<file path="src/rtl/cvsnap_pkg.sv">
package cvsnap_pkg;
    localparam int VAL_W  = 10;
    localparam int DATA_W = 8;
    localparam int ADDR_W = 3;
    localparam int HI_W   = VAL_W - DATA_W;

    typedef enum logic [ADDR_W-1:0] {
        REG_SNAP_HI = 3'd0,
        REG_SNAP_LO = 3'd1,
        REG_FREE_HI = 3'd2,
        REG_FREE_LO = 3'd3,
        REG_DISABLE = 3'd4
    } reg_addr_e;

    typedef struct packed {
        logic adc_off;
        logic dac_off;
    } disable_t;

    localparam logic [VAL_W-1:0] FREE_RESET = 10'h1FF;

    function automatic logic [DATA_W-1:0] upper_to_byte(input logic [VAL_W-1:0] v);
        return {{(DATA_W-HI_W){1'b0}}, v[VAL_W-1:DATA_W]};
    endfunction
endpackage

</file>
<file path="src/rtl/cvs_sync.sv">
module cvs_sync #(
    parameter int W      = 10,
    parameter int STAGES = 2
) (
    input  logic         clk,
    input  logic         rst,
    input  logic [W-1:0] async_in,
    output logic [W-1:0] sampled
);
    logic [STAGES-1:0][W-1:0] chain;
    logic [W-1:0]             prev_q;
    logic [W-1:0]             sync_w;

    always_ff @(posedge clk) begin
        if (rst) begin
            chain <= '0;
        end else begin
            chain[0] <= async_in;
            for (int i = 1; i < STAGES; i++) chain[i] <= chain[i-1];
        end
    end

    assign sync_w = chain[STAGES-1];

    always_ff @(posedge clk) begin
        if (rst) begin
            prev_q  <= '0;
            sampled <= '0;
        end else begin
            prev_q <= sync_w;
            if (sync_w == prev_q) sampled <= sync_w;
        end
    end

    // a new snapshot equals the word that was already in the compare stage
    assert_agree_update_R2: assert property (@(posedge clk) disable iff (rst)
        !$stable(sampled) |-> sampled == $past(prev_q));
endmodule

</file>
<file path="src/rtl/cvs_hold.sv">
module cvs_hold #(
    parameter int DATA_W = 8
) (
    input  logic              clk,
    input  logic              rst,
    input  logic              capture,
    input  logic [DATA_W-1:0] live_lo,
    output logic [DATA_W-1:0] held_lo
);
    always_ff @(posedge clk) begin
        if (rst)          held_lo <= '0;
        else if (capture) held_lo <= live_lo;
    end

    assert_hold_on_upper_read_R4: assert property (@(posedge clk) disable iff (rst)
        !$stable(held_lo) |-> $past(capture));
endmodule

</file>
<file path="src/rtl/cvs_cfg.sv">
module cvs_cfg
    import cvsnap_pkg::*;
#(
    parameter int                VAL_W  = 10,
    parameter int                DATA_W = 8,
    parameter logic [VAL_W-1:0]  RST_VAL = 10'h1FF
) (
    input  logic              clk,
    input  logic              rst,
    input  logic              wr,
    input  logic [ADDR_W-1:0] addr,
    input  logic [DATA_W-1:0] wdata,
    output logic [VAL_W-1:0]  free_val,
    output disable_t          dis
);
    localparam int UP_W = VAL_W - DATA_W;

    always_ff @(posedge clk) begin
        if (rst) begin
            free_val <= RST_VAL;
            dis      <= '0;
        end else if (wr) begin
            case (addr)
                REG_FREE_HI: free_val[VAL_W-1:DATA_W] <= wdata[UP_W-1:0];
                REG_FREE_LO: free_val[DATA_W-1:0]     <= wdata;
                REG_DISABLE: dis <= disable_t'(wdata[1:0]);
                default: ;
            endcase
        end
    end

    assert_free_hi_write_R7: assert property (@(posedge clk) disable iff (rst)
        !$stable(free_val[VAL_W-1:DATA_W]) |-> $past(wr && addr == REG_FREE_HI));
    assert_disable_reset_R8: assert property (@(posedge clk) disable iff (rst)
        $past(rst) |-> dis == '0);
endmodule

</file>
<file path="src/rtl/cv_snapshot_regs.sv">
module cv_snapshot_regs
    import cvsnap_pkg::*;
#(
    parameter int SYNC_STAGES = 2
) (
    input  logic              clk,
    input  logic              rst,
    input  logic [VAL_W-1:0]  cv_async,
    input  logic [ADDR_W-1:0] reg_addr,
    input  logic              reg_wr,
    input  logic              reg_rd,
    input  logic [DATA_W-1:0] reg_wdata,
    output logic [DATA_W-1:0] reg_rdata,
    output logic [VAL_W-1:0]  free_val,
    output logic              adc_disable,
    output logic              dac_disable
);
    logic [VAL_W-1:0]  snap;
    logic [DATA_W-1:0] held_lo;
    logic              upper_rd;
    disable_t          dis;
    logic [DATA_W-1:0] rd_mux;

    assign upper_rd = reg_rd && (reg_addr == REG_SNAP_HI);

    cvs_sync #(.W(VAL_W), .STAGES(SYNC_STAGES)) u_sync (
        .clk(clk), .rst(rst), .async_in(cv_async), .sampled(snap));

    cvs_hold #(.DATA_W(DATA_W)) u_hold (
        .clk(clk), .rst(rst), .capture(upper_rd),
        .live_lo(snap[DATA_W-1:0]), .held_lo(held_lo));

    cvs_cfg #(.VAL_W(VAL_W), .DATA_W(DATA_W), .RST_VAL(FREE_RESET)) u_cfg (
        .clk(clk), .rst(rst), .wr(reg_wr), .addr(reg_addr), .wdata(reg_wdata),
        .free_val(free_val), .dis(dis));

    assign adc_disable = dis.adc_off;
    assign dac_disable = dis.dac_off;

    always_comb begin
        case (reg_addr)
            REG_SNAP_HI: rd_mux = upper_to_byte(snap);
            REG_SNAP_LO: rd_mux = held_lo;
            REG_FREE_HI: rd_mux = upper_to_byte(free_val);
            REG_FREE_LO: rd_mux = free_val[DATA_W-1:0];
            REG_DISABLE: rd_mux = {{(DATA_W-2){1'b0}}, dis};
            default:     rd_mux = '0;
        endcase
    end

    always_ff @(posedge clk) begin
        if (rst)         reg_rdata <= '0;
        else if (reg_rd) reg_rdata <= rd_mux;
        else             reg_rdata <= '0;
    end

    assert_upper_zero_R3: assert property (@(posedge clk) disable iff (rst)
        $past(reg_rd && reg_addr == REG_SNAP_HI) |-> reg_rdata[DATA_W-1:HI_W] == '0);
    assert_idle_zero_R10: assert property (@(posedge clk) disable iff (rst)
        $past(!reg_rd) |-> reg_rdata == '0);
endmodule

</file>
<file path="config.mk">
export PLATFORM = sky130hd
export DESIGN_NAME = cv_snapshot_regs
export DESIGN_NICKNAME = d
export VERILOG_FILES = /design/src/rtl/cvsnap_pkg.sv /design/src/rtl/cvs_sync.sv /design/src/rtl/cvs_hold.sv /design/src/rtl/cvs_cfg.sv /design/src/rtl/cv_snapshot_regs.sv
export SDC_FILE = /design/constraint.sdc
export NUM_CORES = 1
export LEC_CHECK = 0
export ABC_AREA = 0
export BUFFER_PORTS_ARGS = -buffer_cell sky130_fd_sc_hd__buf_2
export CAP_MARGIN = 25
export CORE_UTILIZATION = 40
export DETAILED_ROUTE_END_ITERATION = 16
export GPL_TIMING_DRIVEN = 0
export PLACE_DENSITY = 0.61
export SETUP_SLACK_MARGIN = 0.05
export SLEW_MARGIN = 15
export SYNTH_ARGS = -nofsm -noshare
export SYNTH_HDL_FRONTEND = slang
export SYNTH_SLANG_ARGS = --single-unit
</file>
<file path="constraint.sdc">
create_clock -name clk -period 1.5 [get_ports clk]
set_clock_uncertainty 0.05 [all_clocks]
set_input_delay 0.15 -clock clk [delete_from_list [all_inputs] [get_ports clk]]
set_output_delay 0.15 -clock clk [all_outputs]
set_load 0.01 [all_outputs]
</file>
# Word level (Yosys, flattened, before mapping)
# Cells that the tools add are included.
classes:
  eq_ne: 5
  bitwise: 1
  n_reduce_logical: 6
  n_mux: 1
op_table:
  columns: ["cell", "n"]
  rows:
  - ["$pmux 8 s5", 1]
  - ["$eq 10x10->1", 1]
  - ["$eq 3x2->1 const B", 2]
  - ["$reduce_and 2->1", 3]
  - ["$eq 3x1->1 const B", 1]
  - ["$eq 3x3->1 const B", 1]
  - ["$logic_not 3->1", 1]
  - ["$reduce_or 2->1", 1]
  - ["$logic_and 1x1->1", 1]
  - ["$not 1->1", 1]
totals:
  wordCells: 23
  in_bits: 25
  reg_bits: 68
  output_inout_bits: 20

# Logic depth before layout (Yosys ltp)
# Gate-level depths: netlist of run 1.
logic_depth:
  ltp_word: 2
  depth_mapped: 6

# Cells and area by module
# From an unflattened synthesis of run 1, not the netlist that was laid out.
hier_totals:
  cells_unflattened: 228
  area_unflattened_um2: 2506.2
modules_own_cells:
  columns: ["mod", "area_per_inst_um2", "n_inst", "seq_area_each_um2", "cells_each"]
  rows:
  - ["cvs_sync", 1303.8, 1, 800.8, 107]
  - ["cvs_cfg", 510.5, 1, 240.2, 52]
  - ["cv_snapshot_regs", 406.6, 1, 160.2, 43]
  - ["cvs_hold", 285.3, 1, 160.2, 26]

# Worst setup path before layout of run 1
# Ideal clock, no wire load.
synth_path:
  kind: "register to register"
  start: "register u_sync.chain, in the netlist u_sync.sync_w[8]"
  end: "register u_sync.sampled[0]"
  arrival_time_ns: 1.337
  stages_incl_launch_ff: 5
  path_buffers: 0
  required_ns: 1.329
  slack_ns: -0.008
  setup_time_ns: 0.121
  synth_period_minus_slack_ns: 1.508
  cell_sequence: "dfxtp_1 > xor2_1 > nor4_2 > nand4_2 > mux2_2"
synth_via:
  elab_chain_len: 1
synth_lines:
  columns: ["element", "line", "text"]
  rows:
  - ["from (decl)", "cvs_sync.sv:10", "logic [STAGES-1:0][W-1:0] chain;"]
  - ["$eq 10x10->1", "cvs_sync.sv:31", "if (sync_w == prev_q) sampled <= sync_w;"]
  - ["to (signal assigned)", "cvs_sync.sv:31", null]
  - ["to (decl)", "cvs_sync.sv:8", "output logic [W-1:0] sampled"]
# No other way between the ends.
# A chain may end at the register's enable or synchronous reset.

# Worst setup path in the final report of run 1
layout_path:
  start: "register u_sync.chain, in the netlist u_sync.sync_w[7]"
  end: "register u_sync.sampled[5]"
# The elaborated chain is that of the path after synthesis.

==> metrics.md, run 1 <==
| Metric | Value |
|---|---|
| F_max | 0.625 GHz |
| RSZ-0062 raised after global routing | yes |
| Comb power frac | 0.088 |
| Post-detail-place hpwl | 3.01 mm |
| DRT iter0 DRCs | 48 |
| Placement Setup Slack | -0.210 ns |
| Setup TNS after final layout | -0.934 ns |
| Sw Ratio | 0.232 |
| Cells after DPL | 344 |
| Final ANT Viol Nets | 0 |
| Hold Path End | u_cfg.free_val[1] |
| #FFs+latches synth | 68 |
| Synth Area in Compound Gates | 0.0308 |
| Largest family of logic cells by synthesized area | simple AND/OR/NAND/NOR gates |
| Post-synthesis mux area share | 0.0951 |
| P_int | 2640 uW |
| Via Count | 1736 |
| Post-route clock period utilization | 1.07 |
| Slew Limit Headroom | 0.498 |
| Share of the synthesized area in the top cell type | 0.568 |
| Largest net degree at the start of global routing | 11 |
| Clock Power Share | 0.365 |
| Mapped Nets | 254 |
| CTS HTree Levels | 3 |
| Number of global-route vias before repair | 1789 |
| Arr. time, crit path | 1.77 ns |
| Hold_sp | reg_wdata[1] |
| Peak supply drop | 557 uV |
| Layout cells sized above 1 | 0.243 |
| Fillers | 512 |
| Nets | 326 |
| Post-Layout Cell Count | 376 |
| Initial Util | 0.424 |
| Class of the most critical setup path | reg2reg |
| Sequential-to-total area share from yosys stat | 0.568 |
| Leak | 0.00130 uW |
| Final Max Tran Viols | 0 |
| Drt first pass iters | 5 |
| Clock root buffer | clkbuf_8 |
| Top Ports | 45 |
| Switching pwr | 797 uW |
| Most frequent cells in the layout | 68 x dfxtp_1, 44 x buf_2, 43 x nor2b_1 |
| Synth Cell Area | 2390 um^2 |
| Die width | 79.4 um |
| Total global routing overflow | 0 |
| Reg2reg start | u_sync.sync_w[7] |
| Clock-pin slew on the worst setup and hold paths | 0.07 ns |
| Yosys warning total | 0 |
| Clock Path Buffers | 2 |
| Max FO, Critical Path | 5 |
| Post-synth cell types | 24 |
| Adder-Cell Fraction of Synth Area | 0 |
| DRC Markers | 0 |
| Core footprint | 5640 um^2 |
| CTS tree | yes |
| Post-Syn Instances | 229 |
| Ant diodes | 0 |
| Worst hold path depth | 3 |
| Slew @ Worst Pin | 0.751 ns |
| Max cap viols | 0 |
| Syn_area_per_cell | 10.5 um^2 |
| PwrDens | 1120 nW/um^2 |
| Die Footprint | 6300 um^2 |
| Violated checks | setup timing |
| Port Buf Inserts | 43 |
| First-pass GRT wire length | 7.70 mm |
| Total track usage | 0.162 |
| Overall power | 3440 uW |
| Tmin final | 1.60 ns |
| Most common cell after layout, fill and taps aside | dfxtp_1 |
| Outcome | complete, but fails checks |
| Final Hold Viols | 0 |
| Num CTS Buffers | 9 |
| Xor/xnor share of the synthesized area | 0.0366 |
| Dominant cell type by area after synthesis | dfxtp_1 |
| Hold Path Class | in2reg |
| Seq pwr share | 0.547 |
| Reg2reg end | u_sync.sampled[5] |
| Layout Area Growth over Synthesis | 28.3% |
| Initial antenna violation count | 0 |
| WL final | 4.46 mm |
| CTS Sinks | 68 |
| Startpoint Class | flip-flop |
| Post-Synth Simple-Gate Area | 0.251 |
| R2r setup slk | -0.10 ns |
| Detail-routed via count per cell | 4.62 |
| # setup viols final | 10 |
| CP endpoint kind | flip-flop |
| Worst EP required | 1.67 ns |
| Die Y | 79.4 um |
| Gp weighted congestion | 0.748 |
| Worst reg2reg path depth | 4 |
| Top post-synthesis cells by area | dfxtp_1 57%, nor2b_1 11%, nand2_1 5.6% |
| Drt wl/cell | 11.9 um |
| Final worst slack | -0.101 ns |
| Clock Latency Late Sink | 0.33 ns |
| Row count | 27 |
-- metal layers --
| layer | global-route usage | up-vias | part of all wire |
|---|---|---|---|
| li1 | - | 894 | - |
| met1 | 0.182 | 804 | 0.46 |
| met2 | 0.274 | 30 | 0.48 |
| met3 | 0.0411 | 8 | 0.037 |
| met4 | 0.102 | 0 | 0.021 |
| met5 | 0 | - | 0 |
-- through the flow --
stage                     hold slack, ns  instance area (um^2)   util
after floorplan                    0.181                  2390      -
after global routing              0.0270                  3070  0.545
after detailed placement           0.315                  2700  0.479
after CTS                        0.00282                  3070  0.545
after global placement             0.308                  2700  0.479
final                             0.0125                  3070  0.545
-- power groups by stage --
| stage | logic, uW | registers [uW] | clock network (uW) |
|---|---|---|---|
| 6_report | 303 | 1880 | 1250 |
| 5_1_grt | 337 | 1890 | 1360 |
| 4_1_cts | 305 | 1880 | 1290 |
| 3_5_place_dp | 237 | 1920 | 0 |
| 3_3_place_gp | 235 | 1920 | 0 |
| 2_1_floorplan | 150 | 1920 | 0 |
-- kinds of logic (layout without fill, tap and decap cells) --
| logic type | Yosys count | in the layout |
|---|---|---|
| AOI/OAI and AO/OA | 13 | 13 |
| xor gates and xnor gates | 10 | 10 |
| buffers and inverters | 11 | 85 |
| DFF | 68 | 68 |
| muxes | 19 | 19 |
| and+or+nand+nor | 108 | 109 |
-- worst max path at each step --
stage	startpoint	endpoint	slack, ns	cells after the start
global placement	u_sync.sync_w[8]	u_sync.sampled[3]	-0.20	4
floorplan	u_sync.sync_w[8]	u_sync.sampled[0]	-0.008	4
CTS	u_sync.sync_w[7]	u_sync.sampled[5]	-0.10	4
finish	u_sync.sync_w[7]	u_sync.sampled[5]	-0.10	4
global route	u_sync.sync_w[7]	u_sync.sampled[3]	-0.17	4
detailed placement	u_sync.sync_w[8]	u_sync.sampled[5]	-0.21	4
-- cell type report --
type	instances	area, um^2	share of cell area
Buffer	10	38.8	0.0126
Clock buffer	12	145	0.0472
Clock inverter	2	12.5	0.00407
Inverter	1	3.75	0.00122
Multi-Input combinational cell	151	1040	0.338
Sequential cell	68	1360	0.443
Tap cell	72	90.1	0.0293
Timing Repair Buffer	60	383	0.125
-- critical path, cell delays in order, from the launching register on --
cell and delay [ns]:
dfxtp_1 0.32, xor2_1 0.18, nor4_4 0.42, nand4_4 0.19, mux2_2 0.32
-- timing repair --
action,CTS,global route
cloned,1,0
endpoints found under the setup margin,10,10
endpoints found under the hold margin,16,0
gates resized for setup,4,0
pin swaps,3,0
hold buffers,16,0
setup buffers,1,0
-- cells in the mapped netlist --
master	number
nand3b_1	9
nand3_1	3
a211o_1	1
mux2_2	10
nand4_2	1
buf_2	1
nor4_2	2
mux2i_1	7
nor4b_2	1
nand2b_1	1
xor2_1	8
nor2b_1	43
clkbuf_1	9
nor2_1	9
mux4_2	2
inv_1	1
dfxtp_1	68
a22oi_1	2
a21oi_1	10
or4b_1	1
xnor2_1	2
nor3b_1	1
nor3_1	1
nand2_1	36
-- state kept, by name, indices dropped and copies added (netlist names) --
name	cells
reg_rdata	8
u_cfg.dis	2
u_cfg.free_val	10
u_hold.held_lo	8
u_sync.chain	10
u_sync.prev_q	10
u_sync.sampled	10
u_sync.sync_w	10
Note: power is estimated with default switching activity, not from simulation.
==> inputs of run 2 (changes only) <==
--- a/config.mk
+++ b/config.mk
@@ -8,12 +8,12 @@
 export ABC_AREA = 0
 export BUFFER_PORTS_ARGS = -buffer_cell sky130_fd_sc_hd__buf_2
 export CAP_MARGIN = 25
-export CORE_UTILIZATION = 40
+export CORE_UTILIZATION = 48
+export CTS_CLUSTER_SIZE = 8
 export DETAILED_ROUTE_END_ITERATION = 16
 export GPL_TIMING_DRIVEN = 0
-export PLACE_DENSITY = 0.61
+export PLACE_DENSITY = 0.71
 export SETUP_SLACK_MARGIN = 0.05
-export SLEW_MARGIN = 15
 export SYNTH_ARGS = -nofsm -noshare
 export SYNTH_HDL_FRONTEND = slang
 export SYNTH_SLANG_ARGS = --single-unit
==> metrics.md, run 2 (same netlist as run 1, synthesis figures left out) <==
| Metric | Value |
|---|---|
| Fillers | 421 (was 512) |
| WL final | 4.38 mm (was 4.46 mm) |
| Gp weighted congestion | 0.831 (was 0.748) |
| Comb power frac | 0.090 (was 0.088) |
| CTS tree | yes (unchanged) |
| Peak supply drop | 754 uV (was 557 uV) |
| Overall power | 3500 uW (was 3440 uW) |
| Global Route met2 Usage | 0.324 (was 0.274) |
| Placement Setup Slack | -0.205 ns (was -0.210 ns) |
| Hold Path End | u_cfg.free_val[1] (unchanged) |
| Die Y | 72.6 um (was 79.4 um) |
| Drt wl/cell | 11.7 um (was 11.9 um) |
| Initial Util | 0.504 (was 0.424) |
| P_int | 2700 uW (was 2640 uW) |
| Max FO, Critical Path | 5 (unchanged) |
| GR Layer Usage met3 | 0.0456 (was 0.0411) |
| Reg2reg end | u_sync.sampled[9] (was u_sync.sampled[5]) |
| Final worst slack | -0.0893 ns (was -0.101 ns) |
| Worst EP required | 1.67 ns (about the same) |
| Die width | 72.6 um (was 79.4 um) |
| RSZ-0062 raised after global routing | yes (unchanged) |
| Final ANT Viol Nets | 0 (unchanged) |
| Worst hold path depth | 3 (unchanged) |
| CTS HTree Levels | 3 (unchanged) |
| R2r setup slk | -0.09 ns (was -0.10 ns) |
| Tmin final | 1.59 ns (was 1.60 ns) |
| Switching pwr | 800 uW (was 797 uW) |
| Worst reg2reg path depth | 5 (was 4) |
| Hold Path Class | in2reg (unchanged) |
| Nets | 328 (was 326) |
| Clock Latency Late Sink | 0.33 ns (about the same) |
| F_max | 0.629 GHz (was 0.625 GHz) |
| Setup TNS after final layout | -0.618 ns (was -0.934 ns) |
| Leak | 0.00133 uW (was 0.00130 uW) |
| Number of global-route vias before repair | 1658 (was 1789) |
| PwrDens | 1120 nW/um^2 (about the same) |
| Layout cells sized above 1 | 0.267 (was 0.243) |
| Core footprint | 4750 um^2 (was 5640 um^2) |
| Post-route clock period utilization | 1.06 (was 1.07) |
| Seq pwr share | 0.537 (was 0.547) |
| Clock-pin slew on the worst setup and hold paths | 0.07 ns (about the same) |
| Final Max Tran Viols | 0 (unchanged) |
| Sw Ratio | 0.228 (was 0.232) |
| Top Ports | 45 (unchanged) |
| Final Hold Viols | 0 (unchanged) |
| Grt peak-use layer | met2 (unchanged) |
| Most common cell after layout, fill and taps aside | dfxtp_1 (unchanged) |
| Total track usage | 0.186 (was 0.162) |
| Max cap viols | 0 (unchanged) |
| DRC Markers | 0 (unchanged) |
| Layout Area Growth over Synthesis | 30.4% (was 28.3%) |
| Arr. time, crit path | 1.76 ns (was 1.77 ns) |
| Largest net degree at the start of global routing | 11 (unchanged) |
| Post-route cell area | 3120 um^2 (was 3070 um^2) |
| Violated checks | setup timing (unchanged) |
| Row count | 25 (was 27) |
| CTS Sinks | 68 (unchanged) |
| Clock Path Buffers | 2 (unchanged) |
| Ant diodes | 0 (unchanged) |
| Detail-routed via count per cell | 4.67 (was 4.62) |
| Initial antenna violation count | 0 (unchanged) |
| Reg2reg start | u_sync.prev_q[1] (was u_sync.sync_w[7]) |
| Post-detail-place hpwl | 2.81 mm (was 3.01 mm) |
| Class of the most critical setup path | reg2reg (unchanged) |
| Port Buf Inserts | 43 (unchanged) |
| Slew @ Worst Pin | 0.673 ns (was 0.751 ns) |
| Via Count | 1748 (was 1736) |
| Met1 usage | 0.204 (was 0.182) |
| Num CTS Buffers | 9 (unchanged) |
| First-pass GRT wire length | 7.27 mm (was 7.70 mm) |
| Placed standard-cell area | 2690 um^2 (was 2700 um^2) |
| DRT iter0 DRCs | 56 (was 48) |
| # setup viols final | 10 (unchanged) |
| Outcome | complete, but fails checks (unchanged) |
| Die Footprint | 5280 um^2 (was 6300 um^2) |
| Drt first pass iters | 5 (unchanged) |
| Most frequent cells in the layout | 64 x dfxtp_1, 44 x buf_2, 43 x nor2b_1 (was 68 x dfxtp_1, 44 x buf_2, 43 x nor2b_1) |
| Hold_sp | reg_wdata[1] (unchanged) |
| Startpoint Class | flip-flop (unchanged) |
| Clock Power Share | 0.372 (was 0.365) |
| CP endpoint kind | flip-flop (unchanged) |
| Slew Limit Headroom | 0.550 (was 0.498) |
| Total global routing overflow | 0 (unchanged) |
| Clock root buffer | clkbuf_8 (unchanged) |
## run 2: changes by cell type in the layout (fill, tap and decap cells not counted)
| cell | delta |
|---|---|
| dfxtp_1 | -4 |
| clkbuf_8 | +1 |
| xor2_2 | +2 |
| mux2_4 | +2 |
| dfxtp_2 | +4 |
| dlygate4sd3_1 | +1 |
| xor2_1 | -2 |
| buf_4 | +1 |
| clkinvlp_4 | -1 |
| clkinv_2 | +1 |
| mux2_2 | -2 |
## run 2: layout make-up
cell class | instances | area (um^2) | share of cell area
plain buffers | 10 | 38.8 | 0.0124
clock inverters | 2 | 10.0 | 0.00321
repair buffers | 62 | 400 | 0.128
well taps | 67 | 83.8 | 0.0268
flip-flops and latches | 68 | 1370 | 0.437
multi-input cells | 151 | 1060 | 0.340
clock buffers | 13 | 159 | 0.0509
inverters | 1 | 3.75 | 0.00120
## run 2: worst max-delay path by stage
stage / start / end / depth (start not counted)
2_1_floorplan: u_sync.sync_w[8] / u_sync.sampled[0] / 4
3_3_place_gp: u_sync.sync_w[8] / u_sync.sampled[8] / 4
3_5_place_dp: u_sync.sync_w[8] / u_sync.sampled[4] / 4
4_1_cts: u_sync.sync_w[7] / u_sync.sampled[5] / 4
5_1_grt: u_sync.prev_q[1] / u_sync.sampled[9] / 5
6_report: u_sync.prev_q[1] / u_sync.sampled[9] / 5
## run 2: what timing repair did
action | CTS | global route
hold buffers | 17 | 0
resized for setup | 5 | 7
endpoints found under the hold margin | 17 | 0
buffers inserted | 1 | 1
cloned | 1 | 0
endpoints found under the setup margin | 10 | 10
pin swaps | 3 | 4
## run 2: per-layer routing
layer | routed length, um | part of all wire
met3 | 210 | 0.048
met1 | 1970 | 0.45
met5 | 0 | 0
met2 | 2100 | 0.48
met4 | 103 | 0.023
## run 2: stage by stage
step,cells,utilization,hold slack (ns)
floorplan,229,-,0.181
global placement,339,0.567,0.307
detailed placement,339,0.567,0.312
global route,374,0.657,0.0447
CTS,373,0.650,0.0103
finish,374,0.657,0.0272
## run 2: worst max-delay path, stage by stage (launching register included)
cell     delay (ns)
dfxtp_2        0.33
xor2_2         0.18
nor4_4         0.26
buf_4          0.17
nand4_4        0.15
mux2_4         0.34
## run 2: power groups by stage
stage | registers (uW) | logic, uW | clock network [uW]
6_report | 1880 | 317 | 1300
5_1_grt | 1890 | 348 | 1420
4_1_cts | 1880 | 309 | 1340
3_5_place_dp | 1920 | 237 | 0
3_3_place_gp | 1920 | 232 | 0
2_1_floorplan | 1920 | 150 | 0
==> inputs of run 3 (changes only) <==
--- a/config.mk
+++ b/config.mk
@@ -9,9 +9,8 @@
 export BUFFER_PORTS_ARGS = -buffer_cell sky130_fd_sc_hd__buf_2
 export CAP_MARGIN = 25
 export CORE_UTILIZATION = 48
-export CTS_CLUSTER_SIZE = 8
+export CTS_CLUSTER_SIZE = 40
 export DETAILED_ROUTE_END_ITERATION = 16
-export GPL_TIMING_DRIVEN = 0
 export PLACE_DENSITY = 0.71
 export SETUP_SLACK_MARGIN = 0.05
 export SYNTH_ARGS = -nofsm -noshare
==> metrics.md, run 3 (same netlist as run 1, synthesis figures left out) <==
| Metric | Value |
|---|---|
| Peak supply drop | 765 uV (was 754 uV) |
| Post-Layout Cell Count | 369 (was 374) |
| DRC Markers | 0 (unchanged) |
| Nets | 322 (was 328) |
| Cells after DPL | 337 (was 339) |
| Tmin final | 1.52 ns (was 1.59 ns) |
| Gp weighted congestion | 0.800 (was 0.831) |
| Number of global-route vias before repair | 1694 (was 1658) |
| Clock-pin slew on the worst setup and hold paths | 0.07 ns (about the same) |
| Final Max Tran Viols | 0 (unchanged) |
| Hold Path End | u_cfg.free_val[8] (was u_cfg.free_val[1]) |
| Clock Path Buffers | 2 (unchanged) |
| Layout cells sized above 1 | 0.275 (was 0.267) |
| Sw Ratio | 0.202 (was 0.228) |
| Violated checks | setup timing (unchanged) |
| Overall power | 3900 uW (was 3500 uW) |
| Worst hold path depth | 2 (was 3) |
| Register area | 1360 um^2 (was 1370 um^2) |
| RSZ-0062 raised after global routing | yes (unchanged) |
| Switching pwr | 787 uW (was 800 uW) |
| Post-route clock period utilization | 1.01 (was 1.06) |
| Total global routing overflow | 0 (unchanged) |
| Outcome | complete, but fails checks (unchanged) |
| R2r setup slk | -0.02 ns (was -0.09 ns) |
| Max cap viols | 0 (unchanged) |
| Most common cell after layout, fill and taps aside | dfxtp_1 (unchanged) |
| Post-detail-place hpwl | 2.74 mm (was 2.81 mm) |
| Max FO, Critical Path | 10 (was 5) |
| Initial antenna violation count | 0 (unchanged) |
| Comb power frac | 0.072 (was 0.090) |
| Num CTS Buffers | 9 (unchanged) |
| F_max | 0.658 GHz (was 0.629 GHz) |
| Final ANT Viol Nets | 0 (unchanged) |
| Slew Limit Headroom | 0.614 (was 0.550) |
| Initial Util | 0.504 (unchanged) |
| Slew @ Worst Pin | 0.577 ns (was 0.673 ns) |
| DRT iter0 DRCs | 40 (was 56) |
| PwrDens | 1250 nW/um^2 (was 1120 nW/um^2) |
| Final worst slack | -0.0187 ns (was -0.0893 ns) |
| Hold Path Class | in2reg (unchanged) |
| Die Footprint | 5280 um^2 (unchanged) |
| Leak | 0.00136 uW (was 0.00133 uW) |
| Clock Power Share | 0.445 (was 0.372) |
| Fillers | 400 (was 421) |
| Final Hold Viols | 0 (unchanged) |
| Detail-routed via count per cell | 4.56 (was 4.67) |
| Layout Area Growth over Synthesis | 30.4% (unchanged) |
| Hold_sp | reg_wdata[0] (was reg_wdata[1]) |
| Met1 usage | 0.193 (was 0.204) |
| Startpoint Class | flip-flop (unchanged) |
| Die Y | 72.6 um (unchanged) |
| Ant diodes | 0 (unchanged) |
| Most frequent cells in the layout | 66 x dfxtp_1, 44 x buf_2, 43 x nor2b_1 (was 64 x dfxtp_1, 44 x buf_2, 43 x nor2b_1) |
| Top Ports | 45 (unchanged) |
| # setup viols final | 10 (unchanged) |
| Total track usage | 0.185 (was 0.186) |
| Via Count | 1681 (was 1748) |
| Row count | 25 (unchanged) |
| Grt peak-use layer | met2 (unchanged) |
| CTS tree | yes (unchanged) |
| Worst reg2reg path depth | 5 (unchanged) |
| Drt wl/cell | 11.5 um (was 11.7 um) |
| CP endpoint kind | flip-flop (unchanged) |
| First-pass GRT wire length | 7.23 mm (was 7.27 mm) |
| Drt first pass iters | 4 (was 5) |
| Setup TNS after final layout | -0.0798 ns (was -0.618 ns) |
| Multi-input gate area | 991 um^2 (was 1060 um^2) |
| Post-route cell area | 3120 um^2 (unchanged) |
| Clock root buffer | clkbuf_8 (unchanged) |
| GR Layer Usage met3 | 0.0552 (was 0.0456) |
| Reg2reg end | u_sync.sampled[8] (was u_sync.sampled[9]) |
| Reg2reg start | u_sync.sync_w[3] (was u_sync.prev_q[1]) |
| Port Buf Inserts | 44 (was 43) |
| Die width | 72.6 um (unchanged) |
| Class of the most critical setup path | reg2reg (unchanged) |
| CTS Sinks | 68 (unchanged) |
| Largest net degree at the start of global routing | 26 (was 11) |
| Seq pwr share | 0.483 (was 0.537) |
| Placed standard-cell area | 2730 um^2 (was 2690 um^2) |
| Arr. time, crit path | 1.69 ns (was 1.76 ns) |
| WL final | 4.23 mm (was 4.38 mm) |
| CTS HTree Levels | 3 (unchanged) |
| Worst EP required | 1.67 ns (about the same) |
| Global Route met2 Usage | 0.317 (was 0.324) |
| Core footprint | 4750 um^2 (unchanged) |
| P_int | 3110 uW (was 2700 uW) |
| Clock Latency Late Sink | 0.34 ns (was 0.33 ns) |
## run 3: metal layers
metal  part of all wire  vias up  routed length (um)
met5                  0        -                   0
met3              0.049       10                 206
met1               0.46      729                1950
li1                   -      890                   -
met4              0.027        0                 116
met2               0.46       52                1960
## run 3: final cells by class
cell class | instances | area share
Multi-Input combinational cell | 150 | 0.317
Inverter | 1 | 0.00120
Clock inverter | 5 | 0.0321
Timing Repair Buffer | 67 | 0.144
Clock buffer | 11 | 0.0421
Tap cell | 67 | 0.0268
Sequential cell | 68 | 0.437
## run 3: critical path, cell delays in order, from the launching register on
cell and delay, ns:
dfxtp_2 0.32, xor2_1 0.17, nor4_2 0.30, nand4_2 0.13, buf_6 0.16, mux2_2 0.27
## run 3: how the worst max path moves through the flow
stage	from	endpoint	slack (ns)	depth (start not counted)
after floorplan	u_sync.sync_w[8]	u_sync.sampled[0]	-0.008	4
after global placement	u_sync.sync_w[8]	u_sync.sampled[7]	0.01	5
after detailed placement	u_sync.sync_w[8]	u_sync.sampled[4]	-0.02	5
after CTS	u_sync.sync_w[3]	u_sync.sampled[8]	-0.02	5
after global routing	u_sync.sync_w[3]	u_sync.sampled[8]	-0.10	5
final	u_sync.sync_w[3]	u_sync.sampled[8]	-0.02	5
## run 3: power groups by stage
stage	Combinational (uW)	Clock (uW)	Sequential, uW
2_1_floorplan	150	0	1920
3_3_place_gp	241	0	1920
3_5_place_dp	246	0	1920
4_1_cts	282	1770	1880
5_1_grt	311	1850	1890
6_report	281	1740	1880
## run 3: timing repair
| item | CTS | global route |
|---|---|---|
| pin swaps | 1 | 0 |
| hold buffers | 16 | 0 |
| endpoints found under the hold margin | 16 | 0 |
| buffers inserted | 0 | 0 |
| resized for setup | 2 | 1 |
| endpoints found under the setup margin | 10 | 10 |
## run 3: per-stage QoR
stage,hold WS (ns),util,setup WS (ns)
after detailed placement,0.312,0.573,-0.0162
after CTS,0.00582,0.657,-0.0250
final,0.0143,0.657,-0.0187
after floorplan,0.181,-,-0.00807
after global placement,0.308,0.573,0.0135
after global routing,0.0160,0.657,-0.104
